==> config.mk <==
export PLATFORM = sky130hd
export DESIGN_NAME = mem_refresh_arbiter
export DESIGN_NICKNAME = d
export VERILOG_FILES = /design/src/rtl/arb_pkg.sv /design/src/rtl/arb_rr_pick.sv /design/src/rtl/arb_fill_pick.sv /design/src/rtl/arb_refresh_timer.sv /design/src/rtl/mem_refresh_arbiter.sv
export SDC_FILE = /design/constraint.sdc
export NUM_CORES = 1
export LEC_CHECK = 0
export ABC_AREA = 1
export BUFFER_PORTS_ARGS = -buffer_cell sky130_fd_sc_hd__buf_2
export CORE_MARGIN = 1
export CORE_UTILIZATION = 57
export DETAILED_ROUTE_END_ITERATION = 8
export GPL_TIMING_DRIVEN = 0
export PLACE_DENSITY = 0.79
export SLEW_MARGIN = 20
export SYNTH_ARGS = -nofsm -noshare
export SYNTH_HDL_FRONTEND = slang
export SYNTH_SLANG_ARGS = --single-unit
export TNS_END_PERCENT = 5
==> constraint.sdc <==
create_clock -name clk -period 23.9 [get_ports clk]
set_input_delay 2.39 -clock clk [delete_from_list [all_inputs] [get_ports clk]]
set_output_delay 2.39 -clock clk [all_outputs]
set_load 0.005 [all_outputs]
==> src/rtl/arb_pkg.sv <==
package arb_pkg;
  typedef enum logic [1:0] {
    ST_IDLE    = 2'd0,
    ST_ACCESS  = 2'd1,
    ST_REFRESH = 2'd2
  } arb_state_e;
endpackage

==> src/rtl/arb_rr_pick.sv <==
module arb_rr_pick #(
  parameter int NUM_CH = 9,
  localparam int IDX_W = $clog2(NUM_CH)
) (
  input  logic [NUM_CH-1:0] req,
  input  logic [IDX_W-1:0]  last,
  output logic              found,
  output logic [IDX_W-1:0]  pick
);
  int unsigned idx;

  // Scan upward from the channel after the last winner, wrapping around.
  always_comb begin
    found = 1'b0;
    pick  = '0;
    idx   = 0;
    for (int k = 1; k <= NUM_CH; k++) begin
      idx = (int'(last) + k) % NUM_CH;
      if (!found && req[idx]) begin
        found = 1'b1;
        pick  = IDX_W'(idx);
      end
    end
  end
endmodule

==> src/rtl/arb_fill_pick.sv <==
module arb_fill_pick #(
  parameter int NUM_CH = 9,
  parameter int FILL_W = 8,
  localparam int IDX_W = $clog2(NUM_CH)
) (
  input  logic [NUM_CH-1:0]        req,
  input  logic [NUM_CH*FILL_W-1:0] fill,
  output logic                     found,
  output logic [IDX_W-1:0]         pick
);
  logic [FILL_W-1:0] best;

  // A strict comparison keeps the lower index when two fill levels are equal.
  always_comb begin
    found = 1'b0;
    pick  = '0;
    best  = '0;
    for (int i = 0; i < NUM_CH; i++) begin
      if (req[i] && (!found || fill[i*FILL_W +: FILL_W] > best)) begin
        found = 1'b1;
        pick  = IDX_W'(i);
        best  = fill[i*FILL_W +: FILL_W];
      end
    end
  end
endmodule

==> src/rtl/arb_refresh_timer.sv <==
module arb_refresh_timer #(
  parameter int REFRESH_INTERVAL = 3125,
  parameter int REFRESH_LEN      = 20,
  parameter int SAFE_MARGIN      = 6,
  localparam int SAFE_AT  = REFRESH_INTERVAL - SAFE_MARGIN,
  localparam int HARD_AT  = REFRESH_INTERVAL + REFRESH_LEN,
  localparam int CNT_W    = $clog2(HARD_AT + 1)
) (
  input  logic clk,
  input  logic rst,
  input  logic restart,
  output logic at_safe,
  output logic at_hard
);
  logic [CNT_W-1:0] cnt;

  // Counts cycles since the last refresh start and saturates at the hard limit.
  always_ff @(posedge clk) begin
    if (rst)                        cnt <= '0;
    else if (restart)               cnt <= '0;
    else if (cnt != CNT_W'(HARD_AT)) cnt <= cnt + 1'b1;
  end

  assign at_safe = (cnt >= CNT_W'(SAFE_AT));
  assign at_hard = (cnt == CNT_W'(HARD_AT));
endmodule

==> src/rtl/mem_refresh_arbiter.sv <==
module mem_refresh_arbiter #(
  parameter int NUM_CH           = 9,
  parameter int FILL_W           = 8,
  parameter int REFRESH_INTERVAL = 3125,
  parameter int REFRESH_LEN      = 20,
  parameter int SAFE_MARGIN      = 6
) (
  input  logic                     clk,
  input  logic                     rst,
  input  logic                     policy_fullest,
  input  logic [NUM_CH-1:0]        ch_req,
  input  logic [NUM_CH*FILL_W-1:0] ch_fill,
  input  logic [NUM_CH-1:0]        ch_done,
  output logic [NUM_CH-1:0]        ch_start,
  output logic [NUM_CH-1:0]        ch_grant,
  output logic                     refresh_busy,
  output logic                     deadline_err
);
  import arb_pkg::*;

  localparam int IDX_W = $clog2(NUM_CH);
  localparam int LEN_W = $clog2(REFRESH_LEN + 1);

  arb_state_e       state;
  logic [IDX_W-1:0] owner;
  logic [IDX_W-1:0] last_win;
  logic [LEN_W-1:0] ref_left;

  logic             rr_found, fill_found, any_found;
  logic [IDX_W-1:0] rr_pick, fill_pick, win;
  logic             at_safe, at_hard, owner_done, restart;

  arb_rr_pick #(.NUM_CH(NUM_CH)) u_rr (
    .req   (ch_req),
    .last  (last_win),
    .found (rr_found),
    .pick  (rr_pick)
  );

  arb_fill_pick #(.NUM_CH(NUM_CH), .FILL_W(FILL_W)) u_fill (
    .req   (ch_req),
    .fill  (ch_fill),
    .found (fill_found),
    .pick  (fill_pick)
  );

  arb_refresh_timer #(
    .REFRESH_INTERVAL (REFRESH_INTERVAL),
    .REFRESH_LEN      (REFRESH_LEN),
    .SAFE_MARGIN      (SAFE_MARGIN)
  ) u_timer (
    .clk     (clk),
    .rst     (rst),
    .restart (restart),
    .at_safe (at_safe),
    .at_hard (at_hard)
  );

  assign any_found  = policy_fullest ? fill_found : rr_found;
  assign win        = policy_fullest ? fill_pick  : rr_pick;
  assign owner_done = ch_done[owner];

  // A refresh begins from a free port, or straight after the owner releases.
  assign restart = at_safe &&
                   ((state == ST_IDLE) || (state == ST_ACCESS && owner_done));

  always_ff @(posedge clk) begin
    if (rst) begin
      state        <= ST_IDLE;
      owner        <= '0;
      last_win     <= IDX_W'(NUM_CH - 1);
      ref_left     <= '0;
      ch_start     <= '0;
      deadline_err <= 1'b0;
    end else begin
      ch_start     <= '0;
      deadline_err <= deadline_err | at_hard;
      unique case (state)
        ST_IDLE: begin
          if (at_safe) begin
            state    <= ST_REFRESH;
            ref_left <= LEN_W'(REFRESH_LEN - 1);
          end else if (any_found) begin
            state    <= ST_ACCESS;
            owner    <= win;
            last_win <= win;
            ch_start <= NUM_CH'(1) << win;
          end
        end
        ST_ACCESS: begin
          if (owner_done) begin
            if (at_safe) begin
              state    <= ST_REFRESH;
              ref_left <= LEN_W'(REFRESH_LEN - 1);
            end else begin
              state <= ST_IDLE;
            end
          end
        end
        ST_REFRESH: begin
          if (ref_left == '0) state <= ST_IDLE;
          else                ref_left <= ref_left - 1'b1;
        end
        default: state <= ST_IDLE;
      endcase
    end
  end

  assign ch_grant     = (state == ST_ACCESS) ? (NUM_CH'(1) << owner) : '0;
  assign refresh_busy = (state == ST_REFRESH);
endmodule

---- Word-level counts from Yosys, hierarchy flattened ----
Cells that the tools add are included.
word-level totals
  register bits after elaboration ......... 37
  bits in latches ......................... 0
  memory bits (writable) .................. 0
  memory bits (read-only) ................. 0
  input bits .............................. 93
  word-level logic and storage cells ...... 187
  memories kept ........................... 0
operators by class
  add/sub/neg operators ................... 11
  multiply operators ...................... 0
  divide/modulo/power cells ............... 9
  $lt $le $gt $ge ......................... 19
  equal/unequal tests ..................... 8
  shift operators ......................... 2
  muxes and demuxes ....................... 76
  bitwise logic cells ..................... 4
  reductions and logical operators ........ 51
operators by type and width
  kind                                                        number
  < comparator 32 x 5 -> 1 bit (second input constant)        9
  remainder unit 32 x 5 -> 32 bit (second input constant)     9
  > comparator 8 bit                                          8
  2-to-1 mux 8 bit                                            8
  2-to-1 mux 4 bit                                            11
  binary-select mux 1 bit (select 4 bit)                      10
  2-to-1 mux 1 bit                                            30
  adder 4 x 3 -> 5 bit (second input constant)                4
  logical AND 1 bit                                           18
  << shifter 1 x 4 -> 9 bit (first input constant)            2
  logical NOT 1 bit                                           16
  2-to-1 mux 5 bit                                            3
  one-hot mux 5 bit (3 select lines)                          1
  2-to-1 mux 2 bit                                            7
  adder 12 x 1 -> 12 bit (second input constant)              1
  == test 12 bit (second input constant)                      1
  greater-or-equal comparator 12 bit (second input constant)  1
  2-to-1 mux 3 bit                                            4
  inequality test 12 bit (second input constant)              1
  adder 4 x 2 -> 5 bit (second input constant)                2
  adder 4 x 4 -> 5 bit (second input constant)                2
  logical OR 1 bit                                            9
  2-to-1 mux 9 bit                                            1
  AND reduction 3 bit                                         3
  other kinds (16)                                            19

---- Logic depth before layout (Yosys ltp) ----
Gate-level depths: netlist (run 1).
  depth in word-level cells ............... 37
  depth in mapped cells ................... 103

---- Modules after synthesis ----
Synthesis (run 1) repeated with hierarchy kept, for this count alone.
second synthesis, totals
  cell total of the unflattened synthesis .. 1412
  area total of the unflattened synthesis .. 8563.2 µm²
modules (own cells, without submodules)
  module               times used  cells an instance  area each (µm²)
  arb_rr_pick          1           742                4246.6
  arb_fill_pick        1           407                2468.6
  mem_refresh_arbiter  1           168                1187.4
  arb_refresh_timer    1           95                 660.6

---- Least setup slack after synthesis (run 1) ----
OpenSTA, ideal clock, no wires.
  path kind ............................... input port to flip-flop
  start point ............................. input port ch_req[0]
  end point ............................... register ch_start[4]
  data arrival time ....................... 13.666 ns
  path slack .............................. 10.170 ns
  stages on the path ...................... 87
  path buffers ............................ 8
  cells stage by stage .................... clkbuf_1 -> nand2_1 -> ha_1 -> a21oi_1 -> o21a_1 -> nand2_1 -> nand2_1 -> nand2_1 -> nand2_1 -> clkbuf_1 -> nand2_1 -> o21ai_0 -> ha_1 -> a21oi_1 -> o21ai_0 -> nand2_1 -> nand3_1 -> nand2_1 -> [51 not listed] -> clkbuf_1 -> o21ai_0 -> ha_1 -> a21oi_1 -> o21ai_0 -> nand2_1 -> o211ai_1 -> o21ai_0 -> o21ai_0 -> nand2_1 -> inv_1 -> nor2_1 -> inv_1 -> a21oi_1 -> inv_1 -> nand2_1 -> nand2_2 -> nor2_1
between the ends
  longest elaborated chain between the ends .. 36
ends and longest elaborated chain
  what                                                            RTL line                   text
  start: declaration                                              mem_refresh_arbiter.sv:11  input logic [NUM_CH-1:0] ch_req,
  2-to-1 mux 8 bit / 2-to-1 mux 1 bit (equally long branches)     arb_fill_pick.sv:19        if (req[i] && (!found || fill[i*FILL_W +: FILL_W] > best)) begin
  > comparator 8 bit / logical NOT 1 bit (equally long branches)  arb_fill_pick.sv:19
  logical OR 1 bit                                                arb_fill_pick.sv:19
  logical AND 1 bit                                               arb_fill_pick.sv:19
  2-to-1 mux 8 bit / 2-to-1 mux 1 bit (equally long branches)     arb_fill_pick.sv:19
  > comparator 8 bit / logical NOT 1 bit (equally long branches)  arb_fill_pick.sv:19
  logical OR 1 bit                                                arb_fill_pick.sv:19
  logical AND 1 bit                                               arb_fill_pick.sv:19
  [20 not listed]                                                 -
  2-to-1 mux 8 bit / 2-to-1 mux 1 bit (equally long branches)     arb_fill_pick.sv:19
  > comparator 8 bit / logical NOT 1 bit (equally long branches)  arb_fill_pick.sv:19
  logical OR 1 bit                                                arb_fill_pick.sv:19
  logical AND 1 bit                                               arb_fill_pick.sv:19
  2-to-1 mux 1 bit                                                arb_fill_pick.sv:19
  2-to-1 mux 1 bit                                                mem_refresh_arbiter.sv:59  assign any_found = policy_fullest ? fill_found : rr_found;
  inverter 1 bit (no line)                                        -
  OR reduction 4 bit (no line)                                    -
  end signal: assignment                                          mem_refresh_arbiter.sv:87  ch_start <= NUM_CH'(1) << win;
  end: declaration                                                mem_refresh_arbiter.sv:14  output logic [NUM_CH-1:0] ch_start,
Several ways; a longest one is shown, not always the timed one. The select of a mux whose other input is x is not followed.
A chain may end at the register's enable or synchronous reset.

---- Worst setup path after layout (run 1) ----
  start point ............................. input port ch_req[0]
  end point ............................... register owner[2]
between the ends
  longest elaborated chain between the ends .. 35
ends and longest elaborated chain
  what                                                            RTL line                   text
  2-to-1 mux 8 bit / 2-to-1 mux 1 bit (equally long branches)     arb_fill_pick.sv:19
  > comparator 8 bit / logical NOT 1 bit (equally long branches)  arb_fill_pick.sv:19
  logical OR 1 bit                                                arb_fill_pick.sv:19
  logical AND 1 bit                                               arb_fill_pick.sv:19
  2-to-1 mux 8 bit / 2-to-1 mux 1 bit (equally long branches)     arb_fill_pick.sv:19
  > comparator 8 bit / logical NOT 1 bit (equally long branches)  arb_fill_pick.sv:19
  logical OR 1 bit                                                arb_fill_pick.sv:19
  logical AND 1 bit                                               arb_fill_pick.sv:19
  [19 not listed]                                                 -
  logical AND 1 bit                                               arb_fill_pick.sv:19
  2-to-1 mux 8 bit / 2-to-1 mux 1 bit (equally long branches)     arb_fill_pick.sv:19
  > comparator 8 bit / logical NOT 1 bit (equally long branches)  arb_fill_pick.sv:19
  logical OR 1 bit                                                arb_fill_pick.sv:19
  logical AND 1 bit                                               arb_fill_pick.sv:19
  2-to-1 mux 1 bit                                                arb_fill_pick.sv:19
  2-to-1 mux 1 bit                                                mem_refresh_arbiter.sv:59
  AND reduction 3 bit (no line)                                   -
  end signal: assignment                                          mem_refresh_arbiter.sv:85  owner <= win;
  end: declaration                                                mem_refresh_arbiter.sv:25  logic [IDX_W-1:0] owner;
Several ways; a longest one is shown, not always the timed one. The select of a mux whose other input is x is not followed.

==> summary.txt, run 1 <==
Die
  • Die Outline Area: 14600 sq um
  • Number of rows created at floorplan: 43
  • Die X-Extent: 121 um
  • Core outline area: 13800 sq um
  • Io pins: 113
  • Vertical die dimension: 121 um
  • Starting density of the core: 0.582

Clocking
  • Count of H-tree levels built during CTS: 2
  • Clock latency reported for the late side of the worst-skew pair: 0.27 ns
  • Clock tree from TritonCTS: yes
  • Clock root buffer master: sky130_fd_sc_hd__clkbuf_16
  • # resized after CTS: 0
  • Total CTS buffers: 5
  • Post CTS Setup Buffer Count: 0
  • CTS Sinks: 34
  • Buffers from clock root to sink, at most: 2
  • Hold-fix buffers, CTS: 0
  • Clock transition at the registers of the reported paths: 0.05 ns

Setup path
  • Signal arrival time at the worst endpoint: 16.86 ns
  • Reg-to-reg slack, setup: 17.16 ns
  • Crit. Startpoint: ch_req[0]
  • Cell depth of the worst setup path: 87
  • Reg-to-reg critical path startpoint: owner[0]$_SDFFE_PP0P_
  • Worst setup path end: owner[2]$_SDFFE_PP0P_
  • Worst setup path category: in -> reg
  • Critical R2R Capture: owner[2]$_SDFFE_PP0P_
  • Most frequent cell on the critical path: sky130_fd_sc_hd__nand2_1
  • Max FO, Critical Path: 10
  • Buffers plus inverters on the worst setup path: 14
  • Startpoint kind of the worst setup timing path: primary input
  • Worst Path Required: 24.10 ns
  • Reg2reg path depth: 31
  • Largest incremental delay on the critical path: 0.50 ns
  • Capturing element type of the critical path: flip-flop
  • Crit path max-delay family: compound AO/OA/AOI/OAI gates
  • CP max stage cell: sky130_fd_sc_hd__clkbuf_1

Timing
  • Worst setup margin: 7.24 ns
  • Post-route clock skew: 0.00432 ns
  • Final critical-path required period: 16.66 ns
  • Final count of negative-setup-slack endpoints: 0
  • Final Max Slew Viols: 0
  • Setup repair after global routing missed its margin: false
  • Share of the cycle needed by the critical path after routing: 0.697
  • Least-Margin Pin Slew: 0.781 ns
  • Max-Slew Margin vs Limit: 0.474
  • Sum of negative setup slack: 0 ns
  • Max Fclk: 60.0 MHz
  • Number of hold-slack violations in the final timing report: 0

Outcome
  • Result of the run: complete, no violations

Min path
  • Hold Path Class: reg -> reg
  • HP Start: deadline_err$_SDFF_PP0_

Placement
  • DP Worst Slack: 7.10 ns
  • Total of buffers placed on input and output ports: 109
  • Half-perimeter wire length of the detailed placement result: 18600 um
  • Final weighted congestion of routability-driven global placement: 0.928

Drt
  • Residual DRC count: 0
  • Routed wirelength normalized by instance count: 13.5 um
  • Via density per instance: 5.59
  • Violation count after the first detailed-routing iteration: 637
  • Aggregate routed wire length: 22800 um
  • TritonRoute pass-1 iters: 5
  • Via count: 9409
  • Remaining number of nets flagged by the antenna check after routing: 0

GRT
  • Remaining Overflow, GRT: 0
  • GRT Resource Usage Total: 0.310
  • Largest net degree at the start of global routing: 21
  • Vias in the first global route: 8485
  • Number of antenna violations at the first check in global routing: 0
  • Global-route wire length before repair: 37500 um

Synth
  • Proportion of synthesized chip area in sequential cells: 0.0846
  • Post-synthesis average cell area: 5.80 sq um
  • Synthesized net count: 1603
  • Number of warnings issued by yosys: 0
  • Fraction of synthesis flops using an asynchronous set or reset pin: 0
  • Number of distinct library cell variants in the gate-level netlist after synthesis: 57
  • Number of enable flip-flop cells after synthesis: 0
  • Synth Cell Area: 8040 sq um
  • Cell count after synthesis: 1387
  • Most area-consuming cells after synthesis: sky130_fd_sc_hd__ha_1 (19%), sky130_fd_sc_hd__nand2_1 (18%), sky130_fd_sc_hd__nand3_1 (13%)
  • Top cell type's share of synthesized area: 0.191
  • Dominant synthesized flop cell: sky130_fd_sc_hd__dfxtp_1
  • Post-synthesis sequential element count: 34
  • Biggest area consumer among synthesized cells: sky130_fd_sc_hd__ha_1

Layout
  • Layout filler cell count: 1365
  • Layout net count: 1719
  • Antenna fix cells: 0
  • Area added between synthesis and finish: 11.7%
  • Ratio of cells with drive above 1 in the final layout: 0.128

Job
  • Number of maximum-capacitance violations: 0

Power and ir drop
  • Worst ir drop on vdd: 0.0749 mV
  • Pwr dens: 148 nW/um^2
  • Leak Pwr: 4.74 nW
cell families (layout without fill, tap and decap cells):
| kind of cell | Yosys count | after routing | share of synthesized area |
|---|---|---|---|
| xor gates and xnor gates | 30 | 30 | 0.0355 |
| buffers and inverters | 202 | 319 | 0.0965 |
| AOI/OAI and AO/OA | 194 | 194 | 0.139 |
| and+or+nand+nor | 803 | 803 | 0.452 |
| muxes | 1 | 1 | 0.00124 |
| adders and majority gates | 123 | 123 | 0.191 |
| DFF | 34 | 34 | 0.0846 |
flip-flops by register name, summed over array words and instances, names as in the netlist:
name,cells
ch_start,9
deadline_err,1
last_win,1
owner,4
ref_left,5
state,2
u_timer.cnt,12
routing by layer:
layer	vias up	wire [um]	global-route usage
li1	4858	-	-
met1	4184	10300	0.389
met2	313	10300	0.540
met3	54	1440	0.0420
met4	0	657	0.108
met5	-	0	0
synthesized netlist by cell type, types with 3 or more instances:
cell type                  instances
sky130_fd_sc_hd__xor2_2            3
sky130_fd_sc_hd__buf_2             4
sky130_fd_sc_hd__nor2_1           92
sky130_fd_sc_hd__nor3b_1           5
sky130_fd_sc_hd__inv_2            15
sky130_fd_sc_hd__a21oi_1          49
sky130_fd_sc_hd__dfxtp_1          34
sky130_fd_sc_hd__ha_1            123
sky130_fd_sc_hd__a211oi_1          3
sky130_fd_sc_hd__or2_2             5
sky130_fd_sc_hd__inv_1           162
sky130_fd_sc_hd__nor3_1           26
sky130_fd_sc_hd__o21a_1            5
sky130_fd_sc_hd__nand3b_1         11
sky130_fd_sc_hd__nand4_1          23
sky130_fd_sc_hd__clkinv_1          3
sky130_fd_sc_hd__a31oi_1           4
sky130_fd_sc_hd__o31ai_1           7
sky130_fd_sc_hd__nor2_4            3
sky130_fd_sc_hd__xor2_1           24
sky130_fd_sc_hd__nand2_1         395
sky130_fd_sc_hd__nand3_1         204
sky130_fd_sc_hd__o21ai_2           4
sky130_fd_sc_hd__xnor2_1           3
sky130_fd_sc_hd__o22ai_1           3
sky130_fd_sc_hd__o21ai_1          17
sky130_fd_sc_hd__nand3_2           3
sky130_fd_sc_hd__nand2_2          16
sky130_fd_sc_hd__clkbuf_1         13
sky130_fd_sc_hd__o21bai_1          3
sky130_fd_sc_hd__nand2_4           8
sky130_fd_sc_hd__buf_4             3
sky130_fd_sc_hd__o21ai_0          84
sky130_fd_sc_hd__o211ai_1          3
cell type report:
type                            instances  area, sq um  share of cell area
Buffer                                 21         96.3              0.0107
Clock buffer                            8          166              0.0185
Inverter                              181          681              0.0758
Multi-Input combinational cell       1151         6590               0.733
Sequential cell                        34          681              0.0758
Tap cell                              180          225              0.0251
Timing Repair Buffer                  109          546              0.0607
cell usage in the layout (no fill, tap or decap), types with 3 or more instances in the layout:
cell type,Yosys,routed
sky130_fd_sc_hd__a211oi_1,3,3
sky130_fd_sc_hd__a21oi_1,49,49
sky130_fd_sc_hd__a31oi_1,4,4
sky130_fd_sc_hd__buf_2,4,113
sky130_fd_sc_hd__buf_4,3,3
sky130_fd_sc_hd__clkbuf_1,13,13
sky130_fd_sc_hd__clkbuf_16,0,5
sky130_fd_sc_hd__clkbuf_8,0,3
sky130_fd_sc_hd__clkinv_1,3,3
sky130_fd_sc_hd__dfxtp_1,34,34
sky130_fd_sc_hd__ha_1,123,123
sky130_fd_sc_hd__inv_1,162,162
sky130_fd_sc_hd__inv_2,15,15
sky130_fd_sc_hd__nand2_1,395,395
sky130_fd_sc_hd__nand2_2,16,16
sky130_fd_sc_hd__nand2_4,8,8
sky130_fd_sc_hd__nand3_1,204,204
sky130_fd_sc_hd__nand3_2,3,3
sky130_fd_sc_hd__nand3b_1,11,11
sky130_fd_sc_hd__nand4_1,23,23
sky130_fd_sc_hd__nor2_1,92,92
sky130_fd_sc_hd__nor2_4,3,3
sky130_fd_sc_hd__nor3_1,26,26
sky130_fd_sc_hd__nor3b_1,5,5
sky130_fd_sc_hd__o211ai_1,3,3
sky130_fd_sc_hd__o21a_1,5,5
sky130_fd_sc_hd__o21ai_0,84,84
sky130_fd_sc_hd__o21ai_1,17,17
sky130_fd_sc_hd__o21ai_2,4,4
sky130_fd_sc_hd__o21bai_1,3,3
sky130_fd_sc_hd__o22ai_1,3,3
sky130_fd_sc_hd__o31ai_1,7,7
sky130_fd_sc_hd__or2_2,5,5
sky130_fd_sc_hd__xnor2_1,3,3
sky130_fd_sc_hd__xor2_1,24,24
sky130_fd_sc_hd__xor2_2,3,3
metrics by stage:
step | hold WS [ns] | power (mW) | cell area (sq um) | cells | utilization
6_report | 0.448 | 1.33 | 8980 | 1684 | 0.650
5_1_grt | 0.477 | 1.48 | 8980 | 1684 | 0.650
4_1_cts | 0.449 | 1.31 | 8980 | 1684 | 0.649
3_5_place_dp | 0.441 | 1.23 | 8810 | 1676 | 0.637
3_3_place_gp | 0.438 | 1.22 | 8810 | 1676 | 0.637
2_1_floorplan | 0.441 | 0.983 | 8040 | 1387 | -
worst register-to-register path, delay by kind of cell (launching register included):
kind | cells | cell delay (ns)
compound gates | 1 | 0.10
flops | 1 | 0.81
buf+inv | 8 | 1.85
xor+xnor | 1 | 0.23
fa+ha+maj | 3 | 1.23
simple gates | 18 | 2.40
report_power, final:
group / internal, mW / total (mW) / switching (mW)
Clock: 0.0471 / 0.0690 / 0.0219
Combinational: 0.380 / 1.18 / 0.802
Sequential: 0.0653 / 0.0753 / 0.00992
Total: 0.492 / 1.33 / 0.834
worst min-delay path by stage:
stage	endpoint	slack, ns	depth (start not counted)
after floorplan	deadline_err$_SDFF_PP0_	0.44	2
after global placement	deadline_err$_SDFF_PP0_	0.44	2
after detailed placement	deadline_err$_SDFF_PP0_	0.44	2
after CTS	deadline_err$_SDFF_PP0_	0.45	2
after global routing	deadline_err$_SDFF_PP0_	0.48	2
final	deadline_err$_SDFF_PP0_	0.45	2
No activity file was read; power rests on OpenSTA's default activity.
==> run 2, diff against run 1 <==
--- a/config.mk
+++ b/config.mk
@@ -5,13 +5,13 @@
 export SDC_FILE = /design/constraint.sdc
 export NUM_CORES = 1
 export LEC_CHECK = 0
-export ABC_AREA = 1
+export ABC_AREA = 0
 export BUFFER_PORTS_ARGS = -buffer_cell sky130_fd_sc_hd__buf_2
 export CORE_MARGIN = 1
-export CORE_UTILIZATION = 57
+export CORE_UTILIZATION = 56
 export DETAILED_ROUTE_END_ITERATION = 8
 export GPL_TIMING_DRIVEN = 0
-export PLACE_DENSITY = 0.79
+export PLACE_DENSITY = 0.8
 export SLEW_MARGIN = 20
 export SYNTH_ARGS = -nofsm -noshare
 export SYNTH_HDL_FRONTEND = slang
==> constraint.sdc (replaced) <==
create_clock -name clk -period 14.8 [get_ports clk]
set_input_delay 1.48 -clock clk [delete_from_list [all_inputs] [get_ports clk]]
set_output_delay 1.48 -clock clk [all_outputs]
set_load 0.005 [all_outputs]
==> summary.txt, run 2 <==
Min path
  • HP Start: deadline_err$_SDFF_PP0_
  • Hold Path Class: reg -> reg
  • Worst hold endpoint: deadline_err$_SDFF_PP0_
  • Number of cells on the worst hold path: 2

Timing
  • Worst setup margin: -0.812 ns
  • Share of the cycle needed by the critical path after routing: 1.05
  • Max-Slew Margin vs Limit: 0.143
  • Final Max Slew Viols: 0
  • Hold WS: 0.472 ns
  • Least-Margin Pin Slew: 1.27 ns
  • Post-route clock skew: 0.00338 ns
  • Max Fclk: 64.1 MHz
  • Number of hold-slack violations in the final timing report: 0
  • Final count of negative-setup-slack endpoints: 14
  • Final critical-path required period: 15.61 ns
  • Setup repair after global routing missed its margin: true

GRT
  • GRT Resource Usage Total: 0.373
  • Remaining Overflow, GRT: 0
  • Largest net degree at the start of global routing: 21
  • Vias in the first global route: 10600
  • Global-route wire length before repair: 53700 um
  • Number of antenna violations at the first check in global routing: 0

Layout
  • Area occupied by multi-input gates: 9100 sq um
  • Fin util: 0.725
  • Layout net count: 1731
  • Area added between synthesis and finish: 26.0%
  • Ratio of cells with drive above 1 in the final layout: 0.257
  • Highest-count cells in the layout ignoring fill and taps: sky130_fd_sc_hd__buf_2 (113), sky130_fd_sc_hd__nand2_1 (104), sky130_fd_sc_hd__ha_1 (99)
  • Antenna fix cells: 0
  • Most frequent standard cell in the layout excluding fill and tap cells: sky130_fd_sc_hd__buf_2
  • Register containing the most flip-flops in the final layout: u_timer.cnt
  • Largest register FFs: 12
  • Layout filler cell count: 1249
  • Reg area: 681 sq um
  • Top Registers: u_timer.cnt: 12 flops, ch_start: 9 flops, ref_left: 5 flops

Job
  • Number of maximum-capacitance violations: 0

Clocking
  • CTS Sinks: 34
  • Clock latency reported for the late side of the worst-skew pair: 0.27 ns
  • Count of H-tree levels built during CTS: 2
  • Total CTS buffers: 5
  • Buffers from clock root to sink, at most: 2
  • Clock transition at the registers of the reported paths: 0.05 ns
  • Clock tree from TritonCTS: yes
  • Hold-fix buffers, CTS: 0
  • Clock root buffer master: sky130_fd_sc_hd__clkbuf_16

Synth
  • Synth Cell Area: 9580 sq um
  • Top cell type's share of synthesized area: 0.161
  • Most frequent cell after synthesis: sky130_fd_sc_hd__ha_1
  • Most area-consuming cells after synthesis: sky130_fd_sc_hd__ha_1 (16%), sky130_fd_sc_hd__dfxtp_1 (7.1%), sky130_fd_sc_hd__mux2i_1 (6.0%)
  • Number of warnings issued by yosys: 0
  • Synthesized net count: 1531
  • Dominant synthesized flop cell: sky130_fd_sc_hd__dfxtp_1
  • Post-synthesis average cell area: 7.29 sq um
  • Number of enable flip-flop cells after synthesis: 0
  • Fraction of synthesis flops using an asynchronous set or reset pin: 0
  • Proportion of synthesized chip area in sequential cells: 0.0710
  • Biggest area consumer among synthesized cells: sky130_fd_sc_hd__ha_1
  • Number of distinct library cell variants in the gate-level netlist after synthesis: 93
  • Top post-synthesis cells by count: sky130_fd_sc_hd__ha_1 (123), sky130_fd_sc_hd__nand2_1 (110), sky130_fd_sc_hd__nor2_1 (100)
  • Cell count after synthesis: 1315
  • Post-synthesis sequential element count: 34

Die
  • Io pins: 113
  • Starting density of the core: 0.576
  • Die Outline Area: 17600 sq um
  • Number of rows created at floorplan: 47
  • Vertical die dimension: 133 um
  • Core outline area: 16600 sq um
  • Die X-Extent: 133 um

Drt
  • Via density per instance: 7.10
  • Residual DRC count: 0
  • Aggregate routed wire length: 39700 um
  • Via count: 12300
  • Violation count after the first detailed-routing iteration: 1513
  • TritonRoute pass-1 iters: 7
  • Routed wirelength normalized by instance count: 22.9 um
  • Remaining number of nets flagged by the antenna check after routing: 0

Setup path
  • Reg-to-reg slack, setup: 4.55 ns
  • Worst Path Required: 14.97 ns
  • Most frequent cell on the critical path: sky130_fd_sc_hd__ha_4
  • Critical R2R Capture: ch_start[6]$_SDFF_PP0_
  • Reg-to-reg critical path startpoint: owner[0]$_SDFFE_PP0P_
  • Signal arrival time at the worst endpoint: 15.79 ns
  • Capturing element type of the critical path: flip-flop
  • Max FO, Critical Path: 8
  • Startpoint kind of the worst setup timing path: primary input
  • Worst setup path category: in -> reg
  • Reg2reg path depth: 26
  • CP max stage cell: sky130_fd_sc_hd__nor4b_1
  • Largest incremental delay on the critical path: 0.49 ns

Placement
  • Half-perimeter wire length of the detailed placement result: 25400 um
  • Final weighted congestion of routability-driven global placement: 1.02
  • Total of buffers placed on input and output ports: 107

Outcome
  • Violated checks: setup timing
  • Result of the run: finished, violations left
## run 2: changes by cell type in the layout (fill, tap and decap cells not counted), moves of 21 or more
cell | before | now
sky130_fd_sc_hd__mux2i_1 | 1 | 43
sky130_fd_sc_hd__ha_4 | 0 | 24
sky130_fd_sc_hd__buf_4 | 3 | 81
sky130_fd_sc_hd__inv_1 | 162 | 77
sky130_fd_sc_hd__mux2_2 | 0 | 28
sky130_fd_sc_hd__and3_1 | 1 | 33
sky130_fd_sc_hd__xnor2_1 | 3 | 26
sky130_fd_sc_hd__nand2_1 | 395 | 104
sky130_fd_sc_hd__a21o_1 | 1 | 22
sky130_fd_sc_hd__o21ai_0 | 84 | 44
sky130_fd_sc_hd__nor2b_1 | 0 | 25
sky130_fd_sc_hd__ha_1 | 123 | 99
sky130_fd_sc_hd__nand3_1 | 204 | 40
## run 2: per-layer routing
| layer | up-vias | wire, um | GRT usage |
|---|---|---|---|
| met5 | - | 0 | 0 |
| met4 | 0 | 3110 | 0.186 |
| met3 | 310 | 4420 | 0.0663 |
| met2 | 1000 | 17500 | 0.610 |
| li1 | 5391 | - | - |
| met1 | 5619 | 14600 | 0.468 |
## run 2: how the worst max path moves through the flow
stage | from | end | slack [ns] | cells past startpoint
3_5_place_dp | ch_req[0] | ch_start[7]$_SDFF_PP0_ | -2.38 | 79
6_report | ch_req[0] | ch_start[7]$_SDFF_PP0_ | -0.81 | 77
2_1_floorplan | ch_req[0] | ch_start[7]$_SDFF_PP0_ | 0.04 | 78
4_1_cts | ch_req[0] | ch_start[7]$_SDFF_PP0_ | 0.009 | 78
5_1_grt | ch_req[0] | ch_start[7]$_SDFF_PP0_ | -1.36 | 78
3_3_place_gp | ch_req[0] | ch_start[7]$_SDFF_PP0_ | -2.18 | 79
## run 2: critical path, delay by kind of cell
family	cells	cell delay, ns
adders and majority gates	8	1.99
muxes	6	1.80
AOI/OAI and AO/OA	33	6.15
and+or+nand+nor	16	2.42
buffers and inverters	14	1.91
## run 2: final cells by class
type	instances	share of cell area
clock buffer	6	0.0115
timing repair buffer	195	0.103
sequential	34	0.0564
inverter	89	0.0277
buffer	55	0.0244
multi-input combinational	1135	0.754
tap	220	0.0228
## run 2: per-stage QoR
| stage | area (sq um) | cells | setup WS, ns | TNS, ns |
|---|---|---|---|---|
| after floorplan | 9600 | 1315 | 0.0391 | 0 |
| after detailed placement | 10400 | 1642 | -2.38 | -30.86 |
| after global placement | 10400 | 1642 | -2.18 | -27.82 |
| final | 12100 | 1734 | -0.812 | -9.28 |
| after global routing | 12100 | 1734 | -1.36 | -17.22 |
| after CTS | 11200 | 1701 | 0.00850 | 0 |
## run 2: cell families (layout without fill, tap and decap cells)
| kind of cell | Yosys count | in the layout | share of synthesized area |
|---|---|---|---|
| adders and majority gates | 123 | 123 | 0.161 |
| AOI/OAI and AO/OA | 393 | 393 | 0.298 |
| xor gates and xnor gates | 36 | 36 | 0.0337 |
| muxes | 100 | 100 | 0.116 |
| buffers and inverters | 146 | 345 | 0.0585 |
| and+or+nand+nor | 483 | 483 | 0.262 |
| DFF | 34 | 34 | 0.0710 |
## run 2: timing repair
action	CTS	global route
endpoints found under the setup margin	14	14
setup buffers	55	35
hold endpoints to repair	0	0
pin swaps	17	59
gates resized for setup	46	113
Power of run 2 is not shown: default switching activity piles up to over one toggle a cycle in this logic, so the estimate is an artifact.
